<file path="config.mk">
export PLATFORM = sky130hd
export DESIGN_NAME = cdr_loop_ctrl
export DESIGN_NICKNAME = d
export VERILOG_FILES = /design/src/rtl/cdr_pkg.sv /design/src/rtl/cdr_bbpd.sv /design/src/rtl/cdr_integ.sv /design/src/rtl/cdr_window.sv /design/src/rtl/cdr_phase_accum.sv /design/src/rtl/cdr_loop_ctrl.sv
export SDC_FILE = /design/constraint.sdc
export NUM_CORES = 1
export LEC_CHECK = 0
export CORE_MARGIN = 5
export CORE_UTILIZATION = 30
export DETAILED_ROUTE_END_ITERATION = 10
export PLACE_DENSITY = 0.6
export SLEW_MARGIN = 25
export SYNTH_ARGS = -nofsm -noshare
export SYNTH_HDL_FRONTEND = slang
export SYNTH_SLANG_ARGS = --single-unit
</file>
<file path="constraint.sdc">
create_clock -name clk -period 5.5 [get_ports clk]
set_input_delay 1.1 -clock clk [delete_from_list [all_inputs] [get_ports clk]]
set_output_delay 1.1 -clock clk [all_outputs]
set_load 0.05 [all_outputs]
</file>
<file path="src/rtl/cdr_pkg.sv">
package cdr_pkg;
  // signed per-cycle decision: +1 late, -1 early, 0 none
  typedef logic signed [1:0] vote_t;
  localparam vote_t VOTE_UP   = 2'sb01;
  localparam vote_t VOTE_DOWN = 2'sb11;
  localparam vote_t VOTE_NONE = 2'sb00;
endpackage

</file>
<file path="src/rtl/cdr_bbpd.sv">
module cdr_bbpd
  import cdr_pkg::*;
#(
  parameter int BITS = 4,
  parameter int OSR  = 4
) (
  input  logic                 clk,
  input  logic                 rst,
  input  logic [BITS*OSR-1:0]  samp_i,
  output logic [BITS-1:0]      data_q,
  output vote_t                vote_q
);
  localparam int CTR_OFS = OSR / 2;
  localparam int CW      = $clog2(BITS + 1);

  logic            last_q;
  logic [BITS-1:0] ctr, edg, prv, is_late, is_early;
  logic [CW-1:0]   n_late, n_early;
  vote_t           vote_d;

  // slot taps: centre sample is data, first sample of the slot is the edge
  for (genvar k = 0; k < BITS; k++) begin : g_slot
    assign ctr[k] = samp_i[k*OSR + CTR_OFS];
    assign edg[k] = samp_i[k*OSR];
    if (k == 0) begin : g_first
      assign prv[k] = last_q;
    end else begin : g_rest
      assign prv[k] = ctr[k-1];
    end
    assign is_late[k]  = (prv[k] != ctr[k]) && (edg[k] == ctr[k]);
    assign is_early[k] = (prv[k] != ctr[k]) && (edg[k] != ctr[k]);
  end

  always_comb begin
    n_late  = '0;
    n_early = '0;
    for (int k = 0; k < BITS; k++) begin
      n_late  = n_late  + CW'(is_late[k]);
      n_early = n_early + CW'(is_early[k]);
    end
    if (n_late > n_early)      vote_d = VOTE_UP;
    else if (n_early > n_late) vote_d = VOTE_DOWN;
    else                       vote_d = VOTE_NONE;
  end

  always_ff @(posedge clk) begin
    if (rst) begin
      data_q <= '0;
      vote_q <= VOTE_NONE;
      last_q <= 1'b0;
    end else begin
      data_q <= ctr;
      vote_q <= vote_d;
      last_q <= ctr[BITS-1];
    end
  end

  AST_VOTE_LEGAL: assert property (@(posedge clk) disable iff (rst)
    vote_q != 2'sb10);
endmodule

</file>
<file path="src/rtl/cdr_integ.sv">
module cdr_integ
  import cdr_pkg::*;
#(
  parameter int FW      = 5,
  parameter int ACQ_RUN = 4,
  parameter int TRK_RUN = 16
) (
  input  logic                 clk,
  input  logic                 rst,
  input  vote_t                vote,
  input  logic                 track,
  output logic signed [FW-1:0] freq_q
);
  localparam int RUN_MAX = (TRK_RUN > ACQ_RUN) ? TRK_RUN : ACQ_RUN;
  localparam int RUN_W   = $clog2(RUN_MAX + 1);
  localparam logic signed [FW-1:0] FMAX = {1'b0, {(FW-1){1'b1}}};
  localparam logic signed [FW-1:0] FMIN = {1'b1, {(FW-1){1'b0}}};

  logic [RUN_W-1:0] run_q, run_inc, thr;
  logic             pos_q, same, hit, up;

  always_comb begin
    up      = (vote == VOTE_UP);
    same    = (run_q != '0) && (pos_q == up);
    run_inc = same ? run_q + RUN_W'(1) : RUN_W'(1);
    thr     = track ? RUN_W'(TRK_RUN) : RUN_W'(ACQ_RUN);
    hit     = (run_inc >= thr);
  end

  always_ff @(posedge clk) begin
    if (rst) begin
      run_q  <= '0;
      pos_q  <= 1'b0;
      freq_q <= '0;
    end else if (vote != VOTE_NONE) begin
      pos_q <= up;
      if (hit) begin
        run_q <= '0;
        if (up && freq_q != FMAX)       freq_q <= freq_q + FW'(1);
        else if (!up && freq_q != FMIN) freq_q <= freq_q - FW'(1);
      end else begin
        run_q <= run_inc;
      end
    end
  end

  AST_FREQ_HOLD: assert property (@(posedge clk) disable iff (rst)
    (vote == VOTE_NONE) |=> $stable(freq_q));
  AST_FREQ_STEP: assert property (@(posedge clk) disable iff (rst)
    1'b1 |=> (freq_q == $past(freq_q) || freq_q == $past(freq_q) + FW'(1)
              || freq_q == $past(freq_q) - FW'(1)));
  AST_NO_OVERFLOW: assert property (@(posedge clk) disable iff (rst)
    (freq_q == FMAX) |=> (freq_q != FMIN));
  AST_NO_UNDERFLOW: assert property (@(posedge clk) disable iff (rst)
    (freq_q == FMIN) |=> (freq_q != FMAX));
endmodule

</file>
<file path="src/rtl/cdr_window.sv">
module cdr_window
  import cdr_pkg::*;
#(
  parameter int WIN      = 64,
  parameter int LOCK_TOL = 4,
  parameter int TRK_TOL  = 8
) (
  input  logic  clk,
  input  logic  rst,
  input  vote_t vote,
  output logic  track_q,
  output logic  lock_q
);
  localparam int CW = $clog2(WIN);
  localparam int NW = $clog2(WIN) + 2;

  logic [CW-1:0]        cnt_q;
  logic signed [NW-1:0] net_q, net_nx;
  logic [NW-1:0]        absn;
  logic                 done;

  always_comb begin
    net_nx = net_q + {{(NW-2){vote[1]}}, vote};
    absn   = net_nx[NW-1] ? -net_nx : net_nx;
    done   = (vote != VOTE_NONE) && (cnt_q == CW'(WIN - 1));
  end

  always_ff @(posedge clk) begin
    if (rst) begin
      cnt_q   <= '0;
      net_q   <= '0;
      track_q <= 1'b0;
      lock_q  <= 1'b0;
    end else if (vote != VOTE_NONE) begin
      if (done) begin
        cnt_q   <= '0;
        net_q   <= '0;
        track_q <= (absn <= NW'(TRK_TOL));
        lock_q  <= (absn <= NW'(LOCK_TOL));
      end else begin
        cnt_q <= cnt_q + CW'(1);
        net_q <= net_nx;
      end
    end
  end

  AST_MODE_AT_CLOSE: assert property (@(posedge clk) disable iff (rst)
    !$stable(track_q) |-> $past(done));
  AST_LOCK_AT_CLOSE: assert property (@(posedge clk) disable iff (rst)
    !$stable(lock_q) |-> $past(done));
endmodule

</file>
<file path="src/rtl/cdr_phase_accum.sv">
module cdr_phase_accum
  import cdr_pkg::*;
#(
  parameter int PW   = 6,
  parameter int FRAC = 4,
  parameter int FW   = 5
) (
  input  logic                 clk,
  input  logic                 rst,
  input  vote_t                vote,
  input  logic signed [FW-1:0] freq,
  output logic [PW-1:0]        phase
);
  localparam int AW = PW + FRAC;

  logic [AW-1:0] acc_q, vstep, fstep;

  always_comb begin
    vstep = AW'({{(AW-2){vote[1]}}, vote} << FRAC);
    fstep = {{(AW-FW){freq[FW-1]}}, freq};
  end

  always_ff @(posedge clk) begin
    if (rst) acc_q <= '0;
    else     acc_q <= acc_q + vstep + fstep;
  end

  assign phase = acc_q[AW-1:FRAC];

  AST_PHASE_SLEW: assert property (@(posedge clk) disable iff (rst)
    1'b1 |=> (PW'(phase - $past(phase)) inside
              {PW'(0), PW'(1), PW'(2), PW'(-1), PW'(-2)}));
endmodule

</file>
<file path="src/rtl/cdr_loop_ctrl.sv">
module cdr_loop_ctrl
  import cdr_pkg::*;
#(
  parameter int BITS     = 4,
  parameter int OSR      = 4,
  parameter int PW       = 6,
  parameter int FRAC     = 4,
  parameter int FW       = 5,
  parameter int ACQ_RUN  = 4,
  parameter int TRK_RUN  = 16,
  parameter int WIN      = 64,
  parameter int LOCK_TOL = 4,
  parameter int TRK_TOL  = 8
) (
  input  logic                 clk,
  input  logic                 rst,
  input  logic [BITS*OSR-1:0]  samp_i,
  output logic [BITS-1:0]      data_o,
  output logic [PW-1:0]        phase_o,
  output logic signed [FW-1:0] freq_o,
  output logic                 track_o,
  output logic                 lock_o
);
  vote_t vote;

  cdr_bbpd #(.BITS(BITS), .OSR(OSR)) u_pd (
    .clk(clk), .rst(rst), .samp_i(samp_i), .data_q(data_o), .vote_q(vote));

  cdr_integ #(.FW(FW), .ACQ_RUN(ACQ_RUN), .TRK_RUN(TRK_RUN)) u_integ (
    .clk(clk), .rst(rst), .vote(vote), .track(track_o), .freq_q(freq_o));

  cdr_window #(.WIN(WIN), .LOCK_TOL(LOCK_TOL), .TRK_TOL(TRK_TOL)) u_win (
    .clk(clk), .rst(rst), .vote(vote), .track_q(track_o), .lock_q(lock_o));

  cdr_phase_accum #(.PW(PW), .FRAC(FRAC), .FW(FW)) u_ph (
    .clk(clk), .rst(rst), .vote(vote), .freq(freq_o), .phase(phase_o));

  AST_LOCK_IN_TRACK: assert property (@(posedge clk) disable iff (rst)
    lock_o |-> track_o);
  AST_QUIET_MODE: assert property (@(posedge clk) disable iff (rst)
    (vote == VOTE_NONE) |=> ($stable(track_o) && $stable(lock_o)));
endmodule

</file>
==> qor.yml, run 1 <==
status: "finished clean"
h-tree-depth: 2
worstPathMaxFanout: 6
via_per_inst: 4.84
syn_nets: 399
slew_viol_final: 0
grt_overflow: 0
netlist_instances: 336
power_density_mw_per_mm2: 402
cts_tree: "done"
cts.sinks: 43
synth_cell_types: 51
fmax_ghz: 0.274
period_minus_slack_ns: 3.64
rsz0062_at_grt: "no"
crit_top_cell: "ha_1"
row_count: 36
crit_chain: "clkdlybuf4s50_1 -> nand2b_1 -> mux2i_1 -> ha_1 -> inv_1 -> fa_1 -> inv_1 -> ha_1 -> ha_1 -> nor2b_1 -> o21ai_0 -> nor3b_1 -> or2_2"
root_buffer: "clkbuf_8"
reg2reg_from: "u_pd.vote_q[1]$_SDFF_PP0_"
hold_ws_ns: 0.480
areaGrowthSynthToFinish_pct: 15.1
pre_cts_slack_ns: 1.53
clkTransAtPathRegs_ns: 0.09
die_h_um: 110
ys_top_cells_by_area: "dfxtp_1 (29%), ha_1 (15%), fa_1 (6.7%), a21oi_1 (5.0%), nor2_1 (4.2%)"
drive_above_1_share: 0.0453
die_width_um: 110
synth-seq-cells: 43
dr.pass1.iters: 4
tns_ns: 0
synth_edf_count: 0
rrSetupSlack_ns: 1.94
gp_congestion: 0.847
slowest_delay_ns: 0.55
fin_nets: 415
slew_headroom: 0.363
grt_max_degree: 44
p_leak_nw: 1.47
crit_path_end_kind: "flip-flop"
synth.most_common_cell: "dfxtp_1"
path_buf_inv: 3
ant_nets: 0
yosys_warnings: 0
start_util: 0.307
drv_cap: 0
final.period_utilization: 0.662
drtIter0Drc: 104
numCtsBuffers: 5
hpwl_um: 4320
max-vdd-ir-drop_mv: 0.171
cts_hold_buf: 0
synth_area_per_cell_um2: 8.88
setup_slack_ns: 1.86
worst_slew_pin_slew_ns: 0.954
hold_viol_final: 0
worstSetupPathType: "in -> reg"
cp_top_family: "adder cells"
coreArea_mm2: 0.00973
io_buffers: 26
setup_viol: 0
cp.required_ns: 5.69
grt_antenna_before_repair: 0
synth_top_cell_by_area: "dfxtp_1"
syn_area_mm2: 0.00298
cp.arrival_ns: 3.83
ys.flop_type: "dfxtp_1"
grt_pass1_vias: 2320
startpoint: "samp_i[6]"
synth_common_cells: "dfxtp_1 (43), ha_1 (35), nor2_1 (33)"
vias: 2354
dieArea_mm2: 0.0120
wl_um: 5890
antenna_cells: 0
clock_latency_ns: 0.30
worst_setup_path_start_kind: "input pin"
drc_errors: 0
async_reset_ff_frac: 0
yosysSeqAreaShare: 0.288
post_cts_buffers: 0
hold_start: "u_win.lock_q$_SDFFE_PP0P_"
netlist.area_leader.share: 0.288
cts_max_path_buffers: 2
post_cts_resized: 0
min_path_type: "reg -> reg"
ios: 35
grt_first_pass_wirelength_um: 10200
worst_path_max_delay_cell: "clkdlybuf4s50_1"
gr-usage-all-layers: 0.105
finalClockSkew_ns: 0.0125
wire_per_inst_um: 12.1
-- power by group --
part	leakage, nW	switching (mW)	internal, mW
Clock	0.0612	0.113	0.147
Combinational	1.06	0.401	0.284
Sequential	0.352	0.0636	0.371
Total	1.47	0.578	0.802
-- flip-flops by register name, summed over array words and instances, names as in the netlist --
| name | cells |
|---|---|
| u_ph.acc_q | 10 |
| u_win.net_q | 8 |
| u_win.cnt_q | 6 |
| u_integ.freq_q | 5 |
| u_integ.run_q | 5 |
| u_pd.data_q | 3 |
| u_pd.vote_q | 2 |
| u_integ.pos_q | 1 |
| u_pd.last_q | 1 |
| u_win.lock_q | 1 |
| u_win.track_q | 1 |
-- metrics by stage --
step	instance area (µm²)	std cells	util	power (mW)
5_1_grt	3430	486	0.353	1.50
3_5_place_dp	3320	478	0.341	1.13
3_3_place_gp	3310	478	0.341	1.11
6_report	3430	486	0.353	1.38
2_1_floorplan	2980	336	-	1.00
4_1_cts	3430	486	0.353	1.40
-- worst reg2reg max path: cells and delay by family (launching register included) --
family	cells	cell delay [ns]
and+or+nand+nor	3	0.65
adders and majority gates	1	0.29
AOI/OAI and AO/OA	5	1.52
DFF	1	0.96
xor gates and xnor gates	1	0.08
-- cell usage in the layout (no fill, tap or decap), types with 2 or more instances in the layout --
cell type	Yosys	final
clkdlybuf4s50_1	0	26
nor3_1	11	11
nor3b_1	4	4
o21ai_0	10	10
or4_1	2	2
nor4_1	2	2
nor2_1	33	32
fa_1	10	10
or2_2	2	2
xor2_1	13	13
nand2b_1	5	5
inv_1	16	16
nand4_1	4	4
o211ai_1	4	4
a211oi_1	2	2
ha_1	35	35
o31ai_1	2	2
a31oi_1	2	2
mux2i_1	5	5
nand2_1	18	18
a21oi_1	30	30
a21o_1	7	7
xnor2_1	10	10
nor2b_1	11	11
o21bai_1	4	4
nand3_1	7	7
dfxtp_1	43	43
or3_1	2	2
a22oi_1	4	4
clkbuf_8	0	6
a2111oi_0	3	3
-- metal layers --
metal	track usage	vias to the layer above	wire (µm)
met3	0.0288	6	231
met1	0.131	1103	2890
met5	0	-	0
li1	-	1214	-
met4	0.0329	0	59
met2	0.176	31	2710
-- final cells by class --
type,instances,area [µm²]
multi-input cells,259,1960
well taps,133,166
repair buffers,27,268
clock buffers,6,82.6
clock inverters,2,35.0
inverters,16,60.1
flip-flops and latches,43,861
fillers,1019,6290
-- path summary, 6_finish.rpt --
kind | endpoint | cells after the start
worst min-delay path | u_win.lock_q$_SDFFE_PP0P_ | 2
worst min register to register | u_win.lock_q$_SDFFE_PP0P_ | 2
worst max-delay path | u_pd.vote_q[0]$_SDFF_PP0_ | 13
worst max register to register | u_integ.freq_q[3]$_SDFFE_PP0P_ | 10
-- kinds of logic after synthesis --
logic type,Yosys count,synth area share
DFF,43,0.288
buffers and inverters,34,0.0549
adders and majority gates,46,0.217
xor gates and xnor gates,24,0.0730
AOI/OAI and AO/OA,79,0.173
and+or+nand+nor,105,0.177
muxes,5,0.0168
No activity file was read; power rests on OpenSTA's default activity.
==> run 2, diff against run 1 <==
- PLACE_DENSITY: 0.6 -> 0.62
- clock period: 5.5 -> 3.3 ns (I/O delays scaled with it)
==> run 2 against run 1 <==
Via count grew 2.8%; total power grew 73%; die area is the same; core utilization rose by 0.95 points; count of clock-buffer cells in the layout did not move; flip-flop and latch count did not move; combinational power up 77%; non-clock buffer count up 9; global-route usage increased by 0.29 points; critical path depth is 1 lower; critical path type unchanged; critical endpoint unchanged; highest routed layer unchanged.
==> qor.yml, run 2 (same netlist as run 1, synthesis figures left out) <==
gr-usage-all-layers: 0.108  # was 0.105
worstSetupPathType: "in -> reg"  # unchanged
ant_nets: 0  # unchanged
final.period_utilization: 0.924
h-tree-depth: 2  # unchanged
clock_latency_ns: 0.30  # about the same
setup_viol: 0  # unchanged
die_h_um: 110  # unchanged
cts.sinks: 43  # unchanged
pre_cts_slack_ns: -0.197  # was 1.53 ns
worst_setup_path_start_kind: "input pin"  # unchanged
setup_slack_ns: 0.250  # was 1.86 ns
wl_um: 6010  # was 5890 µm
grt_antenna_before_repair: 0  # unchanged
grt_first_pass_wirelength_um: 10600  # was 10200 µm
use_met3: 0.0294  # was 0.0288
period_minus_slack_ns: 3.05
post_cts_resized: 0  # unchanged
startpoint: "samp_i[0]"  # was samp_i[6]
die_width_um: 110  # unchanged
grt_use_met2: 0.181  # was 0.176
worstReg2RegEnd: "u_integ.freq_q[4]$_SDFFE_PP0P_"  # was u_integ.freq_q[3]$_SDFFE_PP0P_
reg2reg_from: "u_integ.run_q[0]$_SDFFE_PP0N_"  # was u_pd.vote_q[1]$_SDFF_PP0_
slew_headroom: 0.600  # was 0.363
grt_overflow: 0  # unchanged
cts_hold_buf: 0  # unchanged
cts_tree: "done"  # unchanged
start_util: 0.307  # unchanged
drv_cap: 0  # unchanged
grt_use_met1: 0.134  # was 0.131
row_count: 36  # unchanged
nFillCells: 1041  # was 1019
clkTransAtPathRegs_ns: 0.08  # was 0.09 ns
hpwl_um: 4510  # was 4320 µm
cp.arrival_ns: 3.24  # was 3.83 ns
dr.pass1.iters: 4  # unchanged
cts_max_path_buffers: 2  # unchanged
root_buffer: "clkbuf_8"  # unchanged
final_common_cell: "dfxtp_1"  # unchanged
coreArea_mm2: 0.00973  # unchanged
gr-max-usage-layer: "met2"  # unchanged
crit_end: "u_pd.vote_q[0]$_SDFF_PP0_"  # unchanged
ios: 35  # unchanged
min_path_type: "reg -> reg"  # unchanged
grt_max_degree: 43  # was 44
power_density_mw_per_mm2: 678  # was 402 mW/mm²
worstPathMaxFanout: 2  # was 6
via_per_inst: 4.89  # was 4.84
worst_slew_pin_slew_ns: 0.585  # was 0.954 ns
slew_viol_final: 0  # unchanged
hold_viol_final: 0  # unchanged
largest_reg_flops: 10  # unchanged
rrSetupSlack_ns: 0.38  # was 1.94 ns
gp_congestion: 0.795  # was 0.847
fmax_ghz: 0.328
status: "finished clean"  # unchanged
io_buffers: 26  # unchanged
vias: 2420  # was 2354
finalClockSkew_ns: 0.00765  # was 0.0125 ns
drc_errors: 0  # unchanged
fin_nets: 424  # was 415
antenna_cells: 0  # unchanged
max-vdd-ir-drop_mv: 0.282  # was 0.171 mV
grt_pass1_vias: 2354  # was 2320
cp.required_ns: 3.49  # was 5.69 ns
reg2reg_depth: 12  # was 10
numCtsBuffers: 5  # unchanged
drtIter0Drc: 44  # was 104
dieArea_mm2: 0.0120  # unchanged
largest-register: "u_ph.acc_q"  # unchanged
rsz0062_at_grt: "no"  # unchanged
wire_per_inst_um: 12.1  # about the same
p_leak_nw: 1.55  # was 1.47 nW
final_cell_mix: "dfxtp_1 (43), ha_1 (35), nor2_1 (33)"  # was dfxtp_1 (43), ha_1 (35), nor2_1 (32)
drive_above_1_share: 0.0663  # was 0.0453
post_cts_buffers: 0  # unchanged
crit_path_end_kind: "flip-flop"  # unchanged
finish.utilization: 0.363  # was 0.353
areaGrowthSynthToFinish_pct: 18.2  # was 15.1%
reg_top3: "u_ph.acc_q x10, u_win.net_q x8, u_win.cnt_q x6"  # unchanged
==> run 2: critical path, stage by stage <==
cell and delay (ns):
clkdlybuf4s50_1 0.52, mux2i_1 0.10, ha_1 0.28, inv_1 0.05, fa_1 0.38, inv_1 0.07
ha_1 0.23, ha_1 0.30, nor2b_1 0.12, o21ai_0 0.08, nor3b_1 0.15, or2_2 0.30
==> run 2: worst min path at each step <==
| stage | from | to | slack, ns | cells after the start |
|---|---|---|---|---|
| 6_report | u_win.lock_q$_SDFFE_PP0P_ | u_win.lock_q$_SDFFE_PP0P_ | 0.47 | 2 |
| 5_1_grt | u_win.track_q$_SDFFE_PP0P_ | u_win.track_q$_SDFFE_PP0P_ | 0.51 | 2 |
| 4_1_cts | u_win.lock_q$_SDFFE_PP0P_ | u_win.lock_q$_SDFFE_PP0P_ | 0.48 | 2 |
| 3_5_place_dp | u_win.lock_q$_SDFFE_PP0P_ | u_win.lock_q$_SDFFE_PP0P_ | 0.46 | 2 |
| 3_3_place_gp | u_win.lock_q$_SDFFE_PP0P_ | u_win.lock_q$_SDFFE_PP0P_ | 0.45 | 2 |
| 2_1_floorplan | u_win.cnt_q[1]$_SDFFE_PP0N_ | u_win.cnt_q[1]$_SDFFE_PP0N_ | 0.45 | 2 |
==> run 2: cell type report <==
class,count,area (µm²),share of cell area
multi-input combinational,259,1970,0.558
sequential,43,861,0.244
timing repair buffer,36,340,0.0965
tap,133,166,0.0472
clock buffer,6,72.6,0.0206
clock inverter,2,60.1,0.0170
inverter,16,60.1,0.0170
==> run 2: per-stage QoR <==
step                hold slack, ns  setup TNS, ns  cell area [µm²]  cells  total power, mW
floorplan                    0.449              0             2980    336             1.67
global placement             0.447         -0.115             3380    487             1.87
detailed placement           0.456         -0.226             3380    487             1.90
CTS                          0.476              0             3510    495             2.41
global route                 0.513              0             3530    495             2.60
finish                       0.471              0             3530    495             2.39
==> run 2: per-layer routing <==
metal	vias to the layer above	part of all wire
met2	38	0.48
met4	0	0.011
li1	1234	-
met3	7	0.046
met5	-	0
met1	1141	0.47
==> run 2: where the power goes <==
| group | internal (mW) | leakage (nW) | switching (mW) |
|---|---|---|---|
| clock | 0.303 | 0.0654 | 0.185 |
| sequential | 0.618 | 0.352 | 0.0746 |
| combinational | 0.500 | 1.13 | 0.710 |
==> run 3, diff against run 2 <==
- ABC_CLOCK_PERIOD_IN_PS: default -> 3300
==> results of run 3 <==
Final layout, timing and power as in run 2 (identical DEF).
